### src/rtl/rg_pkg.sv
package rg_pkg;
  typedef enum logic [1:0] {
    KIND_READ  = 2'd0,
    KIND_WRITE = 2'd1,
    KIND_FETCH = 2'd2,
    KIND_RSVD  = 2'd3
  } kind_e;

  typedef enum logic [1:0] {
    CAUSE_READ  = 2'd0,
    CAUSE_WRITE = 2'd1,
    CAUSE_FETCH = 2'd2,
    CAUSE_PRIV  = 2'd3
  } cause_e;

  function automatic cause_e kind_cause(input kind_e k);
    case (k)
      KIND_WRITE: return CAUSE_WRITE;
      KIND_FETCH: return CAUSE_FETCH;
      default:    return CAUSE_READ;
    endcase
  endfunction
endpackage

### src/rtl/rg_region_bank.sv
module rg_region_bank #(
  parameter int NREG = 8,
  parameter int AW   = 32,
  localparam int IW  = $clog2(NREG),
  localparam int SZW = $clog2(AW)
) (
  input  logic                      clk,
  input  logic                      rst_n,
  input  logic                      cfg_we,
  input  logic [IW-1:0]             cfg_idx,
  input  logic [AW-1:0]             cfg_base,
  input  logic [SZW-1:0]            cfg_size,
  input  logic                      cfg_ro,
  input  logic                      cfg_xn,
  input  logic                      cfg_sup,
  input  logic                      cfg_en,
  output logic [NREG-1:0]           win_en,
  output logic [NREG-1:0]           win_ro,
  output logic [NREG-1:0]           win_xn,
  output logic [NREG-1:0]           win_sup,
  output logic [NREG-1:0][SZW-1:0]  win_size,
  output logic [NREG-1:0][AW-1:0]   win_base
);
  for (genvar g = 0; g < NREG; g++) begin : g_win
    logic sel;
    assign sel = cfg_we && (cfg_idx == IW'(g));
    always_ff @(posedge clk or negedge rst_n) begin
      if (!rst_n) begin
        win_en[g]   <= 1'b0;
        win_ro[g]   <= 1'b0;
        win_xn[g]   <= 1'b0;
        win_sup[g]  <= 1'b0;
        win_size[g] <= '0;
        win_base[g] <= '0;
      end else if (sel) begin
        win_en[g]   <= cfg_en;
        win_ro[g]   <= cfg_ro;
        win_xn[g]   <= cfg_xn;
        win_sup[g]  <= cfg_sup;
        win_size[g] <= cfg_size;
        win_base[g] <= cfg_base;
      end
    end
  end


  cfg_apply_chk: assert property (@(posedge clk) disable iff (!rst_n)
    cfg_we |=> (win_en[$past(cfg_idx)] == $past(cfg_en)) && (win_ro[$past(cfg_idx)] == $past(cfg_ro)));
endmodule

### src/rtl/rg_match.sv
module rg_match #(
  parameter int NREG     = 8,
  parameter int AW       = 32,
  parameter int MIN_CODE = 4,
  localparam int IW      = $clog2(NREG),
  localparam int SZW     = $clog2(AW)
) (
  input  logic [AW-1:0]             addr,
  input  logic [NREG-1:0]           win_en,
  input  logic [NREG-1:0]           win_ro,
  input  logic [NREG-1:0]           win_xn,
  input  logic [NREG-1:0]           win_sup,
  input  logic [NREG-1:0][SZW-1:0]  win_size,
  input  logic [NREG-1:0][AW-1:0]   win_base,
  output logic [NREG-1:0]           hit_vec,
  output logic                      hit_any,
  output logic [IW-1:0]             hit_idx,
  output logic                      hit_ro,
  output logic                      hit_xn,
  output logic                      hit_sup
);
  // Bits of the address that must equal the base for a given size code.
  function automatic logic [AW-1:0] span_mask(input logic [SZW-1:0] code);
    logic [SZW-1:0] c;
    logic [AW:0]    lsb;
    c   = (code < SZW'(MIN_CODE)) ? SZW'(MIN_CODE) : code;
    lsb = {{AW{1'b0}}, 1'b1} << ({1'b0, c} + 1'b1);
    return ~(lsb[AW-1:0] - 1'b1);
  endfunction

  for (genvar g = 0; g < NREG; g++) begin : g_hit
    assign hit_vec[g] = win_en[g] && (((addr ^ win_base[g]) & span_mask(win_size[g])) == '0);
  end

  always_comb begin
    hit_idx = '0;
    for (int i = 0; i < NREG; i++) begin
      if (hit_vec[i]) hit_idx = IW'(i);
    end
  end

  assign hit_any = |hit_vec;
  assign hit_ro  = hit_any && win_ro[hit_idx];
  assign hit_xn  = hit_any && win_xn[hit_idx];
  assign hit_sup = hit_any && win_sup[hit_idx];
endmodule

### src/rtl/rg_fault_latch.sv
module rg_fault_latch #(
  parameter int AW = 32
) (
  input  logic             clk,
  input  logic             rst_n,
  input  logic             evt,
  input  logic [AW-1:0]    evt_addr,
  input  rg_pkg::cause_e   evt_cause,
  input  logic             clear,
  output logic             pending,
  output logic [AW-1:0]    addr_q,
  output rg_pkg::cause_e   cause_q
);
  logic capture;
  assign capture = evt && !pending && !clear;

  always_ff @(posedge clk or negedge rst_n) begin
    if (!rst_n) begin
      pending <= 1'b0;
      addr_q  <= '0;
      cause_q <= rg_pkg::CAUSE_READ;
    end else if (clear) begin
      pending <= 1'b0;
    end else if (capture) begin
      pending <= 1'b1;
      addr_q  <= evt_addr;
      cause_q <= evt_cause;
    end
  end


  fault_capture_chk: assert property (@(posedge clk) disable iff (!rst_n)
    (evt && !pending && !clear) |=> pending && (addr_q == $past(evt_addr)) && (cause_q == $past(evt_cause)));

  fault_hold_chk: assert property (@(posedge clk) disable iff (!rst_n)
    (pending && !clear) |=> pending && $stable(addr_q) && $stable(cause_q));

  fault_clear_chk: assert property (@(posedge clk) disable iff (!rst_n)
    clear |=> !pending);
endmodule

### src/rtl/region_guard.sv
module region_guard #(
  parameter int NREG     = 8,
  parameter int AW       = 32,
  parameter int MIN_CODE = 4,
  localparam int IW      = $clog2(NREG),
  localparam int SZW     = $clog2(AW)
) (
  input  logic            clk,
  input  logic            rst_n,
  input  logic            cfg_we,
  input  logic [IW-1:0]   cfg_idx,
  input  logic [AW-1:0]   cfg_base,
  input  logic [SZW-1:0]  cfg_size,
  input  logic            cfg_ro,
  input  logic            cfg_xn,
  input  logic            cfg_sup,
  input  logic            cfg_en,
  input  logic            acc_valid,
  input  logic [AW-1:0]   acc_addr,
  input  logic [1:0]      acc_kind,
  input  logic            acc_priv,
  output logic            acc_allow,
  output logic            acc_deny,
  input  logic            flt_clear,
  output logic            flt_pending,
  output logic [AW-1:0]   flt_addr,
  output logic [1:0]      flt_cause
);
  import rg_pkg::*;

  logic [NREG-1:0]          w_en, w_ro, w_xn, w_sup, hit_vec;
  logic [NREG-1:0][SZW-1:0] w_size;
  logic [NREG-1:0][AW-1:0]  w_base;
  logic                     m_hit, m_ro, m_xn, m_sup;
  logic [IW-1:0]            m_idx;
  kind_e                    kind;
  cause_e                   v_cause, q_cause;
  logic                     v_deny;

  rg_region_bank #(.NREG(NREG), .AW(AW)) u_bank (
    .clk(clk), .rst_n(rst_n), .cfg_we(cfg_we), .cfg_idx(cfg_idx),
    .cfg_base(cfg_base), .cfg_size(cfg_size), .cfg_ro(cfg_ro), .cfg_xn(cfg_xn),
    .cfg_sup(cfg_sup), .cfg_en(cfg_en),
    .win_en(w_en), .win_ro(w_ro), .win_xn(w_xn), .win_sup(w_sup),
    .win_size(w_size), .win_base(w_base)
  );

  rg_match #(.NREG(NREG), .AW(AW), .MIN_CODE(MIN_CODE)) u_match (
    .addr(acc_addr), .win_en(w_en), .win_ro(w_ro), .win_xn(w_xn), .win_sup(w_sup),
    .win_size(w_size), .win_base(w_base),
    .hit_vec(hit_vec), .hit_any(m_hit), .hit_idx(m_idx),
    .hit_ro(m_ro), .hit_xn(m_xn), .hit_sup(m_sup)
  );

  assign kind = kind_e'(acc_kind);

  // Verdict precedence: no match, supervisor-only, read-only, no-execute.
  always_comb begin
    v_deny  = 1'b0;
    v_cause = kind_cause(kind);
    if (!m_hit) begin
      v_deny = !acc_priv;
    end else if (m_sup && !acc_priv) begin
      v_deny  = 1'b1;
      v_cause = CAUSE_PRIV;
    end else if (kind == KIND_WRITE && m_ro) begin
      v_deny = 1'b1;
    end else if (kind == KIND_FETCH && m_xn) begin
      v_deny = 1'b1;
    end
  end

  assign acc_allow = acc_valid && !v_deny;
  assign acc_deny  = acc_valid && v_deny;

  rg_fault_latch #(.AW(AW)) u_fault (
    .clk(clk), .rst_n(rst_n), .evt(acc_deny), .evt_addr(acc_addr),
    .evt_cause(v_cause), .clear(flt_clear),
    .pending(flt_pending), .addr_q(flt_addr), .cause_q(q_cause)
  );
  assign flt_cause = q_cause;


  verdict_onehot_chk: assert property (@(posedge clk) disable iff (!rst_n)
    acc_valid |-> $countones({acc_allow, acc_deny}) == 1);

  idle_quiet_chk: assert property (@(posedge clk) disable iff (!rst_n)
    !acc_valid |-> !acc_allow && !acc_deny);

  write_ro_chk: assert property (@(posedge clk) disable iff (!rst_n)
    (acc_valid && m_hit && m_ro && kind == KIND_WRITE) |-> acc_deny);

  fetch_xn_chk: assert property (@(posedge clk) disable iff (!rst_n)
    (acc_valid && m_hit && m_xn && kind == KIND_FETCH) |-> acc_deny);

  sup_only_chk: assert property (@(posedge clk) disable iff (!rst_n)
    (acc_valid && m_hit && m_sup && !acc_priv) |-> acc_deny);

  nomatch_priv_chk: assert property (@(posedge clk) disable iff (!rst_n)
    (acc_valid && !m_hit && acc_priv) |-> acc_allow);

  winner_hit_chk: assert property (@(posedge clk) disable iff (!rst_n)
    m_hit |-> hit_vec[m_idx] && ((hit_vec >> m_idx) == {{(NREG-1){1'b0}}, 1'b1}));
endmodule

### config.mk
export PLATFORM = sky130hd
export DESIGN_NAME = region_guard
export DESIGN_NICKNAME = d
export VERILOG_FILES = /design/src/rtl/rg_pkg.sv /design/src/rtl/rg_region_bank.sv /design/src/rtl/rg_match.sv /design/src/rtl/rg_fault_latch.sv /design/src/rtl/region_guard.sv
export SDC_FILE = /design/constraint.sdc
export NUM_CORES = 1
export LEC_CHECK = 0
export CAP_MARGIN = 25
export CORE_ASPECT_RATIO = 1.5
export CORE_MARGIN = 2
export CORE_UTILIZATION = 65
export DETAILED_ROUTE_END_ITERATION = 6
export PLACE_DENSITY = 0.89
export SLEW_MARGIN = 20
export SYNTH_ARGS = -nofsm -noshare
export SYNTH_HDL_FRONTEND = slang
export SYNTH_SLANG_ARGS = --single-unit
### constraint.sdc
create_clock -name clk -period 10.2 [get_ports clk]
set_clock_uncertainty 0.05 [all_clocks]
set_input_delay 1.02 -clock clk [delete_from_list [all_inputs] [get_ports clk]]
set_output_delay 1.02 -clock clk [all_outputs]
set_load 0.02 [all_outputs]
==> impl_summary.txt, run 1 <==
----------------------------------------------------
[Place]
  Post-DP HPWL ... roughly 40000 µm
  Input/output buffers ... between 100 and 150
  Global placer's final weighted congestion ... around 1.0

[Route]
  Number of nets still failing antenna checks after routing ... 0
  Initial DRC count ... 1613
  Average vias per placed instance ... about 6.8
  Number of detailed-route iterations in the first pass ... 6
  Wire per inst ... 27.91 µm
  DRC violation count after routing ... 0
  Routed vias ... roughly 16000
  Routed Wire Length ... between 60000 and 70000 µm

[Clock tree]
  CTS hold repair buffers ... 0
  Total clock buffers created by CTS ... 36
  Worst-skew pair later-pin latency ... 0.53 ns
  Clock input transition at the sequential cells of the worst setup and hold paths ... approximately 0.06 ns
  CTS tree ... done
  Cell chosen for the clock root ... sky130_fd_sc_hd__clkbuf_16
  Clock Sink Count ... between 300 and 400
  Depth of the CTS H-tree ... 2
  Clock Path Buffers ... 3
  Total of cells resized after clock tree synthesis ... 0
  Setup repair bufs after CTS ... 0

[Cells and area]
  Nets@finish ... roughly 2000
  Most used cells in the layout excluding fill and tap cells ... sky130_fd_sc_hd__dfrtp_1, sky130_fd_sc_hd__mux2_2, sky130_fd_sc_hd__xor2_1
  Number of fill cells ... between 2000 and 2500
  Area taken by flip-flops and latches ... 8683 µm²
  Area of the multi-input gates ... 10860 µm²
  Leading cell type in the layout, fill and taps excluded ... sky130_fd_sc_hd__dfrtp_1
  Share of post-route cells with drive strength above 1 ... between 20% and 30%
  Layout Area Growth over Synthesis ... 12.94%

[Timing]
  Least-Margin Pin Slew ... ~1.2 ns
  Final critical path time including I/O delays and setup ... 7.074 ns
  Top achievable clock speed ... ~140 MHz
  RSZ-0062 raised after global routing ... false
  Setup violations, final ... 0
  Number of max-slew violations in the final report ... 0
  Hold Slack ... roughly 0.45 ns
  Relative max-transition margin ... between 20% and 30%
  Total Negative Setup Slacks ... 0 ns
  Ratio of final minimum period to clock period ... between 60% and 70%
  Total count of hold-check failures in the final report ... 0

[Setup path]
  Worst r2r dst ... u_fault.addr_q[0]$_DFFE_PN0P_
  Class of the most critical setup path ... in2out
  Startpoint Class ... primary input
  Sort of element at the end of the critical path ... output port
  Arrival time of the worst setup path ... about 6.0 ns
  R2R setup slack ... between 5 and 6 ns
  Largest fanout on the critical path ... 9
  Start of the worst register-to-register path ... u_bank.win_size[26]$_DFFE_PN0P_
  Register-to-Register Path Depth ... 13
  Critical path required time ... ~9 ns
  Worst setup path start ... acc_addr[21]

[Logic synthesis]
  Top cells by area, synth ... sky130_fd_sc_hd__dfrtp_1, sky130_fd_sc_hd__mux2_2, sky130_fd_sc_hd__xor2_1, sky130_fd_sc_hd__xnor2_1, sky130_fd_sc_hd__o21ai_0
  Average footprint of a synthesized cell ... 10.92 µm²
  Top cell type by total area after synthesis ... sky130_fd_sc_hd__dfrtp_1
  Ys flop type ... sky130_fd_sc_hd__dfrtp_1
  Number of storage elements in the synthesis netlist ... 347
  EDFF count, synth ... 0
  Ys async rst share ... 100.0%
  Yosys Warn Count ... 0
  Syn Std Cell Area ... between 20000 and 25000 µm²
  Cells after Synth ... roughly 1900
  Post-synthesis sequential area ratio ... roughly 43%
  Count of different cell masters after synthesis ... between 80 and 90
  Post-synth top area share ... between 40% and 50%

[Floorplanning]
  Initial core utilization ... around two thirds
  IO Count ... approximately 120
  Area inside the core boundary ... between 30000 and 40000 µm²
  # rows ... 79
  Width of the chip ... around 150 µm
  Y dimension of the die ... between 200 and 250 µm
  Floorplan die area ... 32540 µm²

[Run status]
  Run status ... completed

[Global routing]
  Global route total overflow ... 0
  Global-route wire length before repair ... between 90000 and 100000 µm
  Initial antenna violation count ... 2
  Overall track demand over capacity in global routing ... roughly two fifths
  Pin count of the biggest net entering global routing ... 184
  Vias in the first global route ... ~15000

[Job]
  Max-cap check violation count ... 0

[Power and ir drop]
  Total power divided by cell area ... between 200 and 250 nW/µm²
  Total leakage power ... just over 9 nW
  Worst vdd ir ... about 0.16 mV

[Min path]
  Class of the tightest hold or removal check ... in2async

----------------------------------------------------
==> worst max-delay path: stages <==
cell and delay, ns:
sky130_fd_sc_hd__clkdlybuf4s50_1 0.95, sky130_fd_sc_hd__xor2_1 0.38, sky130_fd_sc_hd__a221o_1 0.38, sky130_fd_sc_hd__a221oi_1 0.30
sky130_fd_sc_hd__nor4b_1 0.73, sky130_fd_sc_hd__nand2_1 0.32, sky130_fd_sc_hd__a31o_2 0.34, sky130_fd_sc_hd__mux2i_1 0.20
sky130_fd_sc_hd__a22oi_1 0.16, sky130_fd_sc_hd__a22oi_2 0.24, sky130_fd_sc_hd__nand2_1 0.14, sky130_fd_sc_hd__a21boi_0 0.20
sky130_fd_sc_hd__clkdlybuf4s50_1 0.63
==> worst max path at each step <==
stage | to | slack, ns | depth (start not counted)
2_1_floorplan | acc_allow | 4.93 | 13
3_3_place_gp | acc_deny | 3.42 | 13
3_5_place_dp | acc_allow | 3.28 | 13
4_1_cts | acc_allow | 3.24 | 14
5_1_grt | acc_allow | 2.97 | 14
6_report | acc_allow | 3.13 | 13
==> layer usage <==
layer  track usage [%]  up-vias  share of wire, %
li1                  -     6794                 -
met1             51.06     7879                38
met2             59.94      878                44
met3             6.729      246               9.0
met4             30.70        0               9.1
met5                 0        -                 0
==> power breakdown <==
group / switching [W] / internal (W)
combinational: 0.000641 / 0.000675
sequential: 0.000366 / 0.00168
clock: 0.000566 / 0.000867
total: 0.00157 / 0.00322
==> synth_stat cells (all sizes together), types with 12 or more instances <==
cell    number
o21ai      105
nand3       28
a211oi      15
nor4        16
nand2b      13
nor2b       18
xnor2      118
mux2i       14
nor2        46
o22ai       15
a22oi       12
xor2       121
and3        12
nand2       92
dfrtp      347
a21oi       76
nand4       19
mux2       343
nor3        20
and2        12
clkbuf     115
o211ai      13
inv         21
buf         35
o31ai       14
==> metrics by stage <==
stage | area (µm²) | cells | power [W] | utilization, % | setup slack (ns)
3_3_place_gp | 21520 | 2264 | 0.003264 | 69.78 | 3.418
4_1_cts | 22790 | 2327 | 0.004752 | 73.91 | 3.243
3_5_place_dp | 21520 | 2264 | 0.003320 | 69.78 | 3.275
5_1_grt | 22820 | 2328 | 0.004989 | 74.00 | 2.974
2_1_floorplan | 20260 | 1865 | 0.002907 | - | 4.933
6_report | 22820 | 2329 | 0.004793 | 74.01 | 3.126
==> state kept, by name, summed over array words and instances, names as in the netlist <==
name             count
u_bank.win_xn        8
u_bank.win_base    240
u_bank.win_sup       8
u_fault.addr_q      32
u_bank.win_ro        8
u_fault.pending      1
u_fault.cause_q      2
u_bank.win_en        8
u_bank.win_size     40
==> area by class of cell <==
class | instances | share of cell area [%]
multi-input combinational | 1347 | 47.57
tap | 405 | 2.220
clock buffer | 48 | 4.545
timing repair buffer | 145 | 6.228
clock inverter | 15 | 1.036
inverter | 21 | 0.3454
sequential | 347 | 38.05
antenna | 1 | 0.01096
==> cells by family after synthesis <==
kind of cell,count (synthesis),synth area share (%)
AO/OA/AOI/OAI,388,12.92
buffers and inverters,171,3.684
other,1,0.01856
XOR/XNOR,239,10.36
multiplexers,357,20.35
flip-flops,347,42.97
AND/OR/NAND/NOR,338,9.164
adder cells (fa/ha/maj),9,0.5449
Note: power is estimated with default switching activity, not from simulation.
==> run 2: changes to the inputs <==
--- a/config.mk
+++ b/config.mk
@@ -8,9 +8,9 @@
 export CAP_MARGIN = 25
 export CORE_ASPECT_RATIO = 1.5
 export CORE_MARGIN = 2
-export CORE_UTILIZATION = 65
+export CORE_UTILIZATION = 60
 export DETAILED_ROUTE_END_ITERATION = 6
-export PLACE_DENSITY = 0.89
+export PLACE_DENSITY = 0.83
 export SLEW_MARGIN = 20
 export SYNTH_ARGS = -nofsm -noshare
 export SYNTH_HDL_FRONTEND = slang
==> constraint.sdc (replaced) <==
create_clock -name clk -period 7 [get_ports clk]
set_clock_uncertainty 0.05 [all_clocks]
set_input_delay 0.7 -clock clk [delete_from_list [all_inputs] [get_ports clk]]
set_output_delay 0.7 -clock clk [all_outputs]
set_load 0.02 [all_outputs]
==> run 2 against run 1 <==
Effect of this change: the flow now finishes with violations (design-rule violations); hold slack got worse by 0.25 ns; flip-flop and latch count unchanged; global-route usage decreased by 2.5 points; sequential share of layout area increased by 0.11 points; critical path depth increased by 1; highest routed layer is now met5.
==> impl_summary.txt, run 2 (same netlist as run 1, synthesis figures left out) <==
----------------------------------------------------
[Route]
  Number of detailed-route iterations in the first pass ... 7 (+1)
  Wire per inst ... 27.84 µm (-0.24%)
  Initial DRC count ... 1706 (+5.8%)
  DRC violation count after routing ... 1 (+1)
  Routed vias ... 15972 (+1.1%)
  Number of nets still failing antenna checks after routing ... 0 (unchanged)
  Average vias per placed instance ... 6.791 (+0.12%)
  Routed Wire Length ... 65480 µm (+0.75%)

[Job]
  Max-cap check violation count ... 0 (unchanged)

[Setup path]
  Register-to-Register Path Depth ... 13 (unchanged)
  Sort of element at the end of the critical path ... output port
  Critical path required time ... 6.25 ns (-2.88 ns)
  Largest fanout on the critical path ... 7 (-2)
  Destination of the critical timing path ... acc_deny
  Startpoint Class ... primary input
  R2R setup slack ... 2.07 ns (-3.03 ns)
  Arrival time of the worst setup path ... 5.51 ns (-0.49 ns)
  Worst setup path start ... acc_addr[27]
  Class of the most critical setup path ... in2out
  Worst r2r dst ... u_fault.addr_q[0]$_DFFE_PN0P_
  Start of the worst register-to-register path ... u_bank.win_size[32]$_DFFE_PN0P_

[Clock tree]
  CTS tree ... done
  Worst-skew pair later-pin latency ... 0.54 ns (about the same)
  Total clock buffers created by CTS ... 35 (-2.8%)
  Clock input transition at the sequential cells of the worst setup and hold paths ... 0.06 ns (about the same)
  Depth of the CTS H-tree ... 2 (unchanged)
  Clock Path Buffers ... 3 (unchanged)
  Setup repair bufs after CTS ... 0 (unchanged)
  Clock Sink Count ... 347 (unchanged)
  Total of cells resized after clock tree synthesis ... 0 (unchanged)
  CTS hold repair buffers ... 0 (unchanged)
  Cell chosen for the clock root ... sky130_fd_sc_hd__clkbuf_16

[Global routing]
  Initial antenna violation count ... 5 (+3)
  Vias in the first global route ... 15536 (+1.2%)
  Global-route wire length before repair ... 97050 µm (+1.8%)
  Pin count of the biggest net entering global routing ... 163 (-11%)
  Global route total overflow ... 0 (unchanged)
  Overall track demand over capacity in global routing ... 37.17% (-2.5 points)

[Timing]
  Relative max-transition margin ... 20.75% (+0.033 points)
  Total count of hold-check failures in the final report ... 0 (unchanged)
  Setup violations, final ... 0 (unchanged)
  RSZ-0062 raised after global routing ... false
  Ratio of final minimum period to clock period ... between 80% and 90%
  Number of max-slew violations in the final report ... 0 (unchanged)
  Final critical path time including I/O delays and setup ... 6.263 ns
  Total Negative Setup Slacks ... 0 ns (unchanged)
  Top achievable clock speed ... between 150 and 200 MHz
  Least-Margin Pin Slew ... 1.185 ns (-0.0004894 ns)

[Floorplanning]
  Y dimension of the die ... 228.8 µm (+4.0%)
  Area inside the core boundary ... 33340 µm² (+8.1%)
  Initial core utilization ... 60.60% (-4.9 points)
  IO Count ... 121 (unchanged)
  Width of the chip ... 153.8 µm (+4.0%)
  Floorplan die area ... 35190 µm² (+8.1%)
  # rows ... 82 (+3.8%)

[Cells and area]
  Share of post-route cells with drive strength above 1 ... 24.25% (+0.17 points)
  Leading cell type in the layout, fill and taps excluded ... sky130_fd_sc_hd__dfrtp_1
  Most used cells in the layout excluding fill and tap cells ... sky130_fd_sc_hd__dfrtp_1, sky130_fd_sc_hd__mux2_2, sky130_fd_sc_hd__xor2_1
  Flip-flop count of the largest register, all copies and words added ... 240 (unchanged)
  Core occupancy in the finished layout ... 68.24% (-5.8 points)
  Number of fill cells ... 2503 (+16%)
  Nets@finish ... 1999 (+0.45%)
  Register with the most flip-flops ... u_bank.win_base
  Largest registers ... u_bank.win_base: 240 flops, u_bank.win_size: 40 flops, u_fault.addr_q: 32 flops
  Layout Area Growth over Synthesis ... 12.61%

[Min path]
  Class of the tightest hold or removal check ... in2async

[Place]
  Post-DP HPWL ... 42360 µm (+3.6%)
  Input/output buffers ... 118 (unchanged)
  Global placer's final weighted congestion ... 0.9949 (-1.0%)

[Power and ir drop]
  Total leakage power ... 9.214 nW (-0.28%)
  Worst vdd ir ... 0.2303 mV (+46%)
  Combinational share of power ... 28.4% (+0.9 points)
  Clk pwr share ... 27.7% (-2.2 points)
  Portion of total power attributed to sequential cells ... 43.9% (+1.3 points)
  Switching share of total power ... 33.63% (+0.81 points)
  Net load switching power ... 0.002279 W (+45%)
  Internal power of the cells ... 0.004499 W (+40%)
  Total power divided by cell area ... 297.9 nW/µm² (+42%)

[Run status]
  Violated checks ... design-rule violations
  Run status ... finished, violations left

----------------------------------------------------
run 2: per-stage QoR:
stage          hold slack [ns]  setup WS (ns)  cells  cell area, µm²  total power [W]
6_report                0.2005         0.7367   2352           22760         0.006779
5_1_grt                 0.2672         0.4309   2350           22750         0.007069
4_1_cts                 0.2253         0.8221   2350           22750         0.006727
3_5_place_dp            0.4393         0.8674   2290           21630         0.004855
3_3_place_gp            0.4323         0.9220   2290           21630         0.004779
2_1_floorplan           0.3544          2.373   1865           20260         0.004236
run 2: area by class of cell:
cell class	instances	area [µm²]	area share (%)
clock inverters	12	118.9	0.5224
diodes	2	5.005	0.02199
clock buffers	48	994.7	4.371
inverters	21	78.83	0.3464
multi-input cells	1347	10860	47.71
well taps	420	525.5	2.309
flip-flops and latches	347	8683	38.16
repair buffers	155	1493	6.560
run 2: power groups by stage:
stage / logic [W] / registers, W / clock network (W)
global placement: 0.00183 / 0.00295 / 0
detailed placement: 0.00187 / 0.00298 / 0
global route: 0.00207 / 0.00303 / 0.00197
floorplan: 0.00147 / 0.00276 / 0
CTS: 0.00189 / 0.00295 / 0.00189
finish: 0.00193 / 0.00297 / 0.00188
run 2: critical path, cell delays in order:
cell                              delay, ns
sky130_fd_sc_hd__clkdlybuf4s50_1       0.98
sky130_fd_sc_hd__xor2_1                0.22
sky130_fd_sc_hd__a211oi_1              0.26
sky130_fd_sc_hd__o22ai_1               0.13
sky130_fd_sc_hd__a2111oi_0             0.39
sky130_fd_sc_hd__nand4_1               0.49
sky130_fd_sc_hd__o21ai_0               0.46
sky130_fd_sc_hd__nor3_1                0.27
sky130_fd_sc_hd__and2_1                0.24
sky130_fd_sc_hd__a211o_1               0.22
sky130_fd_sc_hd__a211o_1               0.28
sky130_fd_sc_hd__nand2_1               0.11
sky130_fd_sc_hd__and3_1                0.15
sky130_fd_sc_hd__clkdlybuf4s50_1       0.59
run 2: how the worst min path moves through the flow:
stage                                            start                               end  slack [ns]  cells past startpoint
after floorplan                                  rst_n  u_bank.win_base[100]$_DFFE_PN0P_        0.35                      0
after global placement    u_bank.win_xn[1]$_DFFE_PN0P_      u_bank.win_xn[1]$_DFFE_PN0P_        0.43                      1
after detailed placement  u_bank.win_en[6]$_DFFE_PN0P_      u_bank.win_en[6]$_DFFE_PN0P_        0.44                      1
after CTS                                        rst_n  u_bank.win_base[208]$_DFFE_PN0P_        0.23                      1
after global routing                             rst_n  u_bank.win_base[208]$_DFFE_PN0P_        0.27                      1
final                                            rst_n  u_bank.win_base[208]$_DFFE_PN0P_        0.20                      1
run 2: metal layers:
metal	GRT usage (%)	share of wire (%)
met1	47.14	36
met2	55.46	44
met3	7.414	9.9
met4	29.73	9.9
met5	0	0.020
